File: src/rtl/sim_finisher.sv
module sim_finisher #(
  parameter int          ADDR_W    = 12,
  parameter logic [15:0] STAT_PASS = 16'h5555,
  parameter logic [15:0] STAT_FAIL = 16'h3333
) (
  input  logic              pclk,
  input  logic              presetn,
  input  logic              psel,
  input  logic              penable,
  input  logic              pwrite,
  input  logic [ADDR_W-1:0] paddr,
  input  logic [31:0]       pwdata,
  input  logic [3:0]        pstrb,
  output logic [31:0]       prdata,
  output logic              pready,
  output logic              pslverr,
  output logic              done_o,
  output logic              pass_o,
  output logic              fail_o,
  output logic              err_o,
  output logic [15:0]       code_o
);

  logic        access, at_base, full_word, is_pass, is_fail, wr_ok, bad, take;
  logic [15:0] status, exit_code;

  assign status    = pwdata[15:0];
  assign exit_code = pwdata[31:16];
  assign access    = psel & penable;
  assign at_base   = (paddr == '0);
  assign full_word = &pstrb;
  assign is_pass   = (status == STAT_PASS);
  assign is_fail   = (status == STAT_FAIL);
  assign wr_ok     = at_base & full_word & (done_o | is_pass | is_fail);
  assign bad       = access & (pwrite ? ~wr_ok : (paddr[1:0] != 2'b00));
  assign take      = access & pwrite & wr_ok & ~done_o;

  assign pslverr = bad;
  assign pready  = 1'b1;
  assign prdata  = '0;

  always_ff @(posedge pclk) begin
    if (!presetn) begin
      done_o <= 1'b0;
      pass_o <= 1'b0;
      fail_o <= 1'b0;
      err_o  <= 1'b0;
      code_o <= '0;
    end else begin
      if (bad) err_o <= 1'b1;
      if (take) begin
        done_o <= 1'b1;
        pass_o <= is_pass;
        fail_o <= is_fail;
        code_o <= is_fail ? exit_code : 16'h0000;
      end
    end
  end

  p_pass_code_zero_r2: assert property (@(posedge pclk) disable iff (!presetn)
    pass_o |-> code_o == 16'h0000);

  p_fail_code_r3: assert property (@(posedge pclk) disable iff (!presetn)
    $rose(fail_o) |-> code_o == $past(pwdata[31:16]));

  p_slverr_sets_err_r4: assert property (@(posedge pclk) disable iff (!presetn)
    pslverr |=> err_o);

  p_done_frozen_r8: assert property (@(posedge pclk) disable iff (!presetn)
    done_o |=> done_o && $stable(pass_o) && $stable(fail_o) && $stable(code_o));

  p_slverr_phase_r9: assert property (@(posedge pclk) disable iff (!presetn)
    pslverr |-> psel && penable);

  p_err_sticky_r10: assert property (@(posedge pclk) disable iff (!presetn)
    err_o |=> err_o);

  p_pass_fail_excl_r10: assert property (@(posedge pclk) disable iff (!presetn)
    !(pass_o && fail_o));

endmodule

File: config.mk
export PLATFORM = sky130hd
export DESIGN_NAME = sim_finisher
export DESIGN_NICKNAME = d
export VERILOG_FILES = /design/src/rtl/sim_finisher.sv
export SDC_FILE = /design/constraint.sdc
export NUM_CORES = 1
export LEC_CHECK = 0
export ABC_AREA = 1
export BUFFER_PORTS_ARGS = -buffer_cell sky130_fd_sc_hd__buf_2
export CORE_MARGIN = 1
export CORE_UTILIZATION = 35
export DETAILED_ROUTE_END_ITERATION = 8
export HOLD_SLACK_MARGIN = 0.02
export PLACE_DENSITY = 0.68
export SETUP_SLACK_MARGIN = 0.5
export SYNTH_ARGS = -nofsm -noshare
export SYNTH_HDL_FRONTEND = slang
export SYNTH_SLANG_ARGS = --single-unit
File: constraint.sdc
create_clock -name pclk -period 1.4 [get_ports pclk]
set_input_delay 0.07 -clock pclk [delete_from_list [all_inputs] [get_ports pclk]]
set_output_delay 0.07 -clock pclk [all_outputs]
set_load 0.1 [all_outputs]
==> impl_results.md, run 1 <==
- Die H: 72.0 um
- Xor-xnor portion of the synthesized cell area: 0%
- Placement Setup Slack: 0.0721 ns
- Synth Area in Adders: 0%
- Hpwl dp: 2930 um
- Die width: 72.0 um
- P_int: 0.000991 W
- Overall routed net length: 3950 um
- Largest family of logic cells by synthesized area: simple AND/OR/NAND/NOR gates
- Core area: 4720 um2
- Async SR Flop Fraction: 0%
- Num Clock Sinks: 20
- CTS tree: done
- Crit-path max cell delay: 0.36 ns
- Tmin final: 1.24 ns
- RSZ-0062 raised after global routing: yes
- Part of the cycle the worst path needs: 88.3%
- Synth Area in Simple Gates: 47.3%
- Hold crit path type: in -> reg
- Most frequent cell after synthesis: nor2_1
- IO Port Bufs: 73
- Mux share of post-synthesis cell area: 0%
- PwrDens: 649 nW/um2
- Synth Instances: 275
- Maximum VDD drop: 0.000352 V
- Critical Path Start Type: register
- H-tree Lvls: 1
- Multi-input gate area: 1010 um2
- Area delta synth->final: 53.5%
- Worst Path Required: 1.33 ns
- FP Rows: 25
- Clk_skew: 0.00578 ns
- Total track usage: 15.7%
- Max_cap viols: 0
- Total CTS buffers: 3
- Failing checks: design-rule violations
- Final Instance Area: 2630 um2
- Mapped Avg Cell Area: 6.23 um2
- Placed cell area: 2100 um2
- Clk buf depth: 2
- Iter 0 DRT Violations: 93
- Distinct cells, synth: 23
- Flops & latches, synth: 20
- CP delay by family, top: flip-flops
- Residual DRC: 1
- DRT Pass-1 Iters: 6
- Final worst slack: 0.164 ns
- Leak pwr: 1.36 nW
- Detail Route Antenna Nets: 0
- Sequential share of power: 33.4%
- # diodes: 0
- Pin count of the biggest net entering global routing: 20
- Root buffer cell: clkbuf_8
- Mapped Area: 1710 um2
- CP Class: reg -> out
- P_sw: 0.000717 W
- Clock Power Share: 29.9%
- Ports: 107
- Total Power: 0.00171 W
- Initial antenna violation count: 0
- Final setup fails: 0
- Gate power share: 36.8%
- Crit end category: output port
- WP data arrival: 1.17 ns
- Critical Path Slowest Stage Cell: dfxtp_4
- Full die area: 5180 um2
- Top cells by area, synth: dfxtp_1 23%, buf_4 14%, nor2_1 12%
- Fmax: 809 MHz
- Synth top cells by count: 56 x nor2_1, 48 x inv_1, 46 x nand2_1
- Clk_lat worst skew: 0.26 ns
- Total grt overflow: 0
- Max-slew violations: 0
- Final Wtd Congestion: 0.812
- Clk slew on worst S/H paths: 0.08 ns
- Share of layout cells above drive strength 1: 41.5%
- DR vias/cell: 4.10
- Status: complete, but fails checks
- Crit Path Max Fanout: 3
- # nets final: 418
- Crit path buffers/inverters: 3
- Vias in the first global route: 1567
- Synth top area share: 23.4%
- Total number of vias: 1769
- Most numerous cell on the critical path: nand2_4
- Post-synth EDFFs: 0
- Sequential cell area: 428 um2
- Sequential cell area fraction in the yosys report: 23.4%
- Synth warnings: 0
- Initial core utilization: 36.3%
- Setup TNS: 0 ns
- Main synth FF type: dfxtp_1
- Post-synth top area cell: dfxtp_1
- Wirelength per Cell: 9.17 um
- Final hold viol count: 0
- Cells along the critical path: inv_4 -> nand3_4 -> nand2_4 -> nand2_4 -> clkinvlp_4 -> buf_12
- Global-route wire length before repair: 6470 um
- FILL cells: 450
- Sw frac: 42.0%
- Synth Area in Compound Gates: 0.877%
per-layer routing:
layer | vias up | global-route usage [%] | part of all wire (%)
met5 | - | 0 | 0
met1 | 762 | 18.8 | 43
met3 | 7 | 2.64 | 5.3
met4 | 0 | 6.97 | 1.4
li1 | 942 | - | -
met2 | 58 | 27.6 | 50
per-stage QoR:
step	util (%)	std cells	hold WS, ns
6_report	55.7	431	0.146
5_1_grt	55.7	431	0.150
4_1_cts	51.6	426	0.147
3_5_place_dp	44.4	414	0.425
3_3_place_gp	44.4	414	0.415
2_1_floorplan	-	306	0.303
kinds of logic (layout without fill, tap and decap cells):
group | count (synthesis) | after routing
flip-flops | 20 | 20
AND/OR/NAND/NOR | 160 | 161
AO/OA/AOI/OAI | 3 | 3
buffers and inverters | 90 | 147
other | 2 | 33
worst reg2reg max path: cells and delay by family, from the launching register on:
kind	cells	cell delay (ns)
buffers and inverters	3	0.39
AND/OR/NAND/NOR	4	0.34
flip-flops	1	0.36
what timing repair did:
item | CTS | global route
pin swaps | 13 | 4
cloned | 1 | 0
gates resized for setup | 58 | 37
hold buffers | 0 | 0
buffers inserted | 7 | 5
endpoints found under the setup margin | 41 | 41
worst paths after layout:
path,start,endpoint,cells past startpoint,slack [ns]
setup / recovery,done_o$_SDFFE_PN0P_,pslverr,6,0.16
hold / removal,pwdata[29],code_o[13]$_SDFFE_PN0P_,5,0.15
setup reg to reg,done_o$_SDFFE_PN0P_,code_o[4]$_SDFFE_PN0P_,7,0.22
hold reg to reg,err_o$_SDFFE_PN0P_,err_o$_SDFFE_PN0P_,2,0.48
power groups by stage:
stage / combinational (W) / sequential [W] / clock (W)
final: 0.000628 / 0.000570 / 0.000510
after global routing: 0.000658 / 0.000571 / 0.000565
after CTS: 0.000615 / 0.000569 / 0.000519
after detailed placement: 0.000594 / 0.000582 / 0
after global placement: 0.000592 / 0.000582 / 0
after floorplan: 0.000544 / 0.000597 / 0
cell usage in the layout, fill, tap and decap left out, drive strengths merged, types with 3 or more instances in the layout:
| master | count |
|---|---|
| nor2 | 61 |
| nand3 | 24 |
| dfxtp | 20 |
| buf | 92 |
| inv | 50 |
| clkbuf | 4 |
| a21oi | 3 |
| nand4 | 16 |
| conb | 33 |
| nand2 | 55 |
final cells by class:
class | instances | share of cell area [%]
flip-flops and latches | 20 | 16.3
repair buffers | 92 | 32.2
multi-input cells | 197 | 38.3
clock buffers | 4 | 2.52
inverters | 51 | 7.52
well taps | 67 | 3.19
registers in the layout, summed over array words and instances, names as in the netlist:
register	count
code_o	16
done_o	1
err_o	1
fail_o	1
pass_o	1
Power figures use the tool's default switching activity.
==> run 2, diff against run 1 <==
--- a/config.mk
+++ b/config.mk
@@ -9,7 +9,9 @@
 export BUFFER_PORTS_ARGS = -buffer_cell sky130_fd_sc_hd__buf_2
 export CORE_MARGIN = 1
 export CORE_UTILIZATION = 35
+export CTS_BUF_LIST = sky130_fd_sc_hd__clkbuf_8 sky130_fd_sc_hd__clkbuf_16
 export DETAILED_ROUTE_END_ITERATION = 8
+export GPL_TIMING_DRIVEN = 0
 export HOLD_SLACK_MARGIN = 0.02
 export PLACE_DENSITY = 0.68
 export SETUP_SLACK_MARGIN = 0.5
==> impl_results.md, run 2 (same netlist as run 1, synthesis figures left out) <==
- Wirelength per Cell: 9.89 um (+7.8%)
- Final Instance Area: 2860 um2 (+8.8%)
- Crit Path Max Fanout: 2 (-1)
- IO Port Bufs: 72 (-1.4%)
- WP data arrival: 1.20 ns (+0.03 ns)
- CP Class: in -> out
- Worst R2R Path Depth: 8 (+1)
- Total track usage: 16.7% (+1.0 points)
- Area delta synth->final: 67.1%
- Part of the cycle the worst path needs: 91.0% (+2.8 points)
- RSZ-0062 raised after global routing: yes
- # diodes: 0 (unchanged)
- Reg2Reg Setup Slack: 0.22 ns (about the same)
- Placement Setup Slack: -0.0230 ns (-0.0951 ns)
- Register bank with the most flops: code_o
- Clk slew on worst S/H paths: 0.08 ns (about the same)
- Max_cap viols: 0 (unchanged)
- Leak pwr: 1.54 nW (+13%)
- Ports: 107 (unchanged)
- Commonest non-fill, non-tap cells in the layout: 49 x nor2_1, 47 x buf_2, 44 x inv_1
- Hold_ws: 0.126 ns (-0.0196 ns)
- Hold crit path type: in -> reg
- Maximum VDD drop: 0.000357 V (+1.3%)
- Full die area: 5180 um2 (unchanged)
- Non-filler cells in the finished layout: 463 (+7.4%)
- Residual DRC: 0 (-1)
- DP Cell Count: 445 (+7.5%)
- Num Clock Sinks: 20 (unchanged)
- FILL cells: 444 (-1.3%)
- Fmax: 785 MHz (-3.0%)
- Min-delay src: presetn
- DR vias/cell: 4.03 (-1.9%)
- Clk_lat worst skew: 0.25 ns (about the same)
- Global-route wire length before repair: 6980 um (+7.8%)
- Root buffer cell: clkbuf_8
- CTS tree: done
- Total number of vias: 1865 (+5.4%)
- Crit end category: output port
- Die H: 72.0 um (unchanged)
- Max FFs per register: 16 (unchanged)
- Final hold viol count: 0 (unchanged)
- Final worst slack: 0.125 ns (-0.0386 ns)
- Overall routed net length: 4580 um (+16%)
- Placed cell area: 2310 um2 (+10%)
- Initial antenna violation count: 0 (unchanged)
- PwrDens: 588 nW/um2 (-9.4%)
- DRT Pass-1 Iters: 6 (unchanged)
- FP Rows: 25 (unchanged)
- Total grt overflow: 0 (unchanged)
- Commonest non-fill, non-tap cell in the layout: nor2_1
- Pin count of the biggest net entering global routing: 12 (-40%)
- Clk buf depth: 2 (unchanged)
- RR Startpoint: done_o$_SDFFE_PN0P_
- Vias in the first global route: 1699 (+8.4%)
- Max-slew violations: 0 (unchanged)
- Core area: 4720 um2 (unchanged)
- Hold EP: code_o[12]$_SDFFE_PN0P_
- Hold Path Stages: 3 (-2)
- Final Wtd Congestion: 0.707 (-13%)
- Total CTS buffers: 3 (unchanged)
- Hpwl dp: 3200 um (+9.2%)
- Critical Path Start Type: primary input
- Die width: 72.0 um (unchanged)
- Detail Route Antenna Nets: 0 (unchanged)
- # nets final: 450 (+7.7%)
- Initial core utilization: 36.3% (unchanged)
- Clk_skew: 0.00168 ns (-0.00410 ns)
- Tmin final: 1.27 ns (+0.0386 ns)
- Status: finished clean
- Iter 0 DRT Violations: 41 (-56%)
- H-tree Lvls: 1 (unchanged)
- Share of layout cells above drive strength 1: 48.2% (+6.7 points)
- Final setup fails: 0 (unchanged)
- Worst R2R End: err_o$_SDFFE_PN0P_
- Worst Path Required: 1.33 ns (about the same)
[run 2: cell count changes in the layout (fill, tap and decap cells not counted), sizes merged]
| cell | delta |
|---|---|
| buf | +31 |
| clkbuf | +1 |
| inv | +1 |
| nand3 | -1 |
[run 2: through the flow]
stage | setup TNS, ns | util [%] | total power, W
final | 0 | 60.6 | 0.00168
after CTS | 0 | 56.0 | 0.00166
after global placement | 0 | 49.0 | 0.00124
after floorplan | 0 | - | 0.00114
after global routing | 0 | 60.6 | 0.00175
after detailed placement | -0.0230 | 49.0 | 0.00124
[run 2: power breakdown]
| part | switching (W) | total, W | internal (W) |
|---|---|---|---|
| sequential | 0.00000203 | 0.000568 | 0.000566 |
| combinational | 0.000535 | 0.000730 | 0.000195 |
| clock | 0.000190 | 0.000385 | 0.000195 |
[run 2: metal layers]
layer | up-vias | track usage [%] | wire (um)
li1 | 1008 | - | -
met5 | - | 0 | 0
met4 | 0 | 5.01 | 13
met3 | 2 | 2.78 | 275
met2 | 53 | 30.5 | 2370
met1 | 802 | 20.1 | 1920
[run 2: how the worst max path moves through the flow]
stage,slack [ns],to,from,depth (start not counted)
final,0.13,pslverr,pstrb[1],10
after global routing,0.05,pslverr,pstrb[1],10
after CTS,0.17,pslverr,done_o$_SDFFE_PN0P_,6
after detailed placement,-0.02,pslverr,paddr[1],10
after global placement,0.003,pslverr,paddr[1],10
after floorplan,0.06,pslverr,done_o$_SDFFE_PN0P_,5
[run 2: timing repair]
action                                  4_1_cts  5_1_grt
gates cloned                                  2        0
setup buffers                                 9        3
endpoints found under the setup margin       41       38
pin swaps                                    10       14
resized for setup                            60       53
hold buffers                                  0        0
[run 2: layout make-up]
type	count	area [um2]	area share [%]
Clock inverter	1	3.75	0.131
Sequential cell	20	430	15.0
Clock buffer	3	41.3	1.44
Multi-Input combinational cell	196	1020	35.6
Timing Repair Buffer	86	768	26.8
Inverter	51	200	7.00
Tap cell	67	83.8	2.93
Buffer	39	314	11.0
[run 2: worst max-delay path: stages]
cell	delay, ns
buf_6	0.07
inv_2	0.03
nor2_1	0.13
and2_1	0.17
nand3b_1	0.18
nor2_8	0.16
nand2_4	0.06
nand2_4	0.07
clkinvlp_4	0.09
buf_12	0.17
==> run 3, diff against run 2 <==
--- a/config.mk
+++ b/config.mk
@@ -14,6 +14,7 @@
 export GPL_TIMING_DRIVEN = 0
 export HOLD_SLACK_MARGIN = 0.02
 export PLACE_DENSITY = 0.68
+export REMOVE_ABC_BUFFERS = 1
 export SETUP_SLACK_MARGIN = 0.5
 export SYNTH_ARGS = -nofsm -noshare
 export SYNTH_HDL_FRONTEND = slang
==> impl_results.md, run 3 (same netlist as run 1, synthesis figures left out) <==
- Status: complete, but fails checks
- Failing checks: design-rule violations
- Part of the cycle the worst path needs: 84.5% (-6.6 points)
- Hold crit path type: in -> reg
- Initial antenna violation count: 0 (unchanged)
- Share of layout cells above drive strength 1: 41.1% (-7.2 points)
- Multi-input gate area: 1020 um2 (unchanged)
- CTS tree: done
- H-tree Lvls: 1 (unchanged)
- Sequential cell area: 430 um2 (unchanged)
- Root buffer cell: clkbuf_8
- Final hold viol count: 0 (unchanged)
- Clk_skew: 0.000974 ns (-0.000703 ns)
- Total grt overflow: 0 (unchanged)
- Leak pwr: 1.31 nW (-15%)
- Total number of vias: 1746 (-6.4%)
- Pin count of the biggest net entering global routing: 20 (+8)
- Die H: 72.0 um (unchanged)
- Core area: 4720 um2 (unchanged)
- Detail Route Antenna Nets: 0 (unchanged)
- Final Wtd Congestion: 0.789 (+11%)
- Crit Path Max Fanout: 3 (+1)
- WP data arrival: 1.11 ns (-0.09 ns)
- Global-route wire length before repair: 6650 um (-4.6%)
- Crit end category: output port
- DRT Pass-1 Iters: 6 (unchanged)
- # diodes: 0 (unchanged)
- Residual DRC: 1 (+1)
- Clk slew on worst S/H paths: 0.08 ns (about the same)
- Die width: 72.0 um (unchanged)
- Maximum VDD drop: 0.000399 V (+12%)
- Vias in the first global route: 1541 (-9.3%)
- Full die area: 5180 um2 (unchanged)
- Final worst slack: 0.218 ns (+0.0921 ns)
- Tmin final: 1.18 ns (-0.0921 ns)
- Register bank with the most flops: code_o
- IO Port Bufs: 73 (+1.4%)
- Fmax: 846 MHz (+7.8%)
- CTS Hold Buffers Added: 0 (unchanged)
- FP Rows: 25 (unchanged)
- RSZ-0062 raised after global routing: yes
- Setup TNS: 0 ns (unchanged)
- Commonest non-fill, non-tap cells in the layout: 54 x nor2_1, 53 x buf_2, 46 x inv_1
- Clk_lat worst skew: 0.26 ns (about the same)
- # nets final: 412 (-8.4%)
- Final setup fails: 0 (unchanged)
- Worst Path Required: 1.33 ns (about the same)
- Hpwl dp: 2810 um (-12%)
- Max-slew violations: 0 (unchanged)
- Initial core utilization: 36.3% (unchanged)
- Clk buf depth: 2 (unchanged)
- PwrDens: 690 nW/um2 (+17%)
- Iter 0 DRT Violations: 65 (+59%)
- Commonest non-fill, non-tap cell in the layout: nor2_1
- Area delta synth->final: 50.8%
- CP Class: reg -> out
- Ports: 107 (unchanged)
- Max_cap viols: 0 (unchanged)
- Wirelength per Cell: 9.61 um (-2.8%)
- Placement Setup Slack: -0.0665 ns (-0.0435 ns)
- FILL cells: 449 (+1.1%)
- Total CTS buffers: 3 (unchanged)
- Hold_ws: 0.143 ns (+0.0173 ns)
- Final Core Density: 54.7% (-5.9 points)
- DR vias/cell: 4.11 (+2.0%)
- Total track usage: 16.0% (-0.74 points)
- Overall routed net length: 4080 um (-11%)
- Reg2Reg Setup Slack: 0.25 ns (+0.03 ns)
- Critical Path Start Type: register
- Num Clock Sinks: 20 (unchanged)
- Max FFs per register: 16 (unchanged)
- Placed cell area: 1990 um2 (-14%)
- Final Instance Area: 2580 um2 (-9.7%)
## run 3: final timing paths
path                                           from                       to  depth (start not counted)
worst max-delay path            done_o$_SDFFE_PN0P_                  pslverr                          6
worst min-delay path                     pwdata[29]  code_o[13]$_SDFFE_PN0P_                          5
worst max register to register  done_o$_SDFFE_PN0P_       err_o$_SDFFE_PN0P_                          8
worst min register to register   err_o$_SDFFE_PN0P_       err_o$_SDFFE_PN0P_                          2
## run 3: layout make-up
type / instances / share of cell area (%)
Multi-Input combinational cell: 198 / 39.5
Timing Repair Buffer: 85 / 30.5
Clock inverter: 1 / 1.16
Clock buffer: 3 / 1.60
Tap cell: 67 / 3.24
Sequential cell: 20 / 16.7
Inverter: 51 / 7.41
## run 3: what timing repair did
| item | 4_1_cts | 5_1_grt |
|---|---|---|
| resized for setup | 114 | 9 |
| cloned | 2 | 0 |
| endpoints found under the setup margin | 41 | 25 |
| endpoints found under the hold margin | 0 | 0 |
| pin swaps | 14 | 12 |
| setup buffers | 12 | 0 |
## run 3: worst max-delay path, cell delays in order (launching register included)
cell and delay [ns]:
dfxtp_2 0.33, inv_2 0.07, nand3_4 0.09, nand2_2 0.07
nand2_2 0.05, inv_2 0.07, buf_12 0.17
## run 3: power breakdown
part	switching, W	total [W]	internal [W]
Combinational	0.000515	0.000630	0.000115
Clock	0.000203	0.000585	0.000382
Sequential	0.00000215	0.000568	0.000566
## run 3: metal layers
layer,track usage [%],wire [um],vias up
met5,0,0,-
met4,1.96,19,0
met3,2.92,173,2
met2,30.3,2080,57
met1,19.2,1810,752
li1,-,-,935
## run 3: through the flow
step | total power [W] | cells
floorplan | 0.00106 | 267
global placement | 0.00117 | 407
detailed placement | 0.00117 | 407
CTS | 0.00180 | 425
global route | 0.00185 | 425
finish | 0.00178 | 425
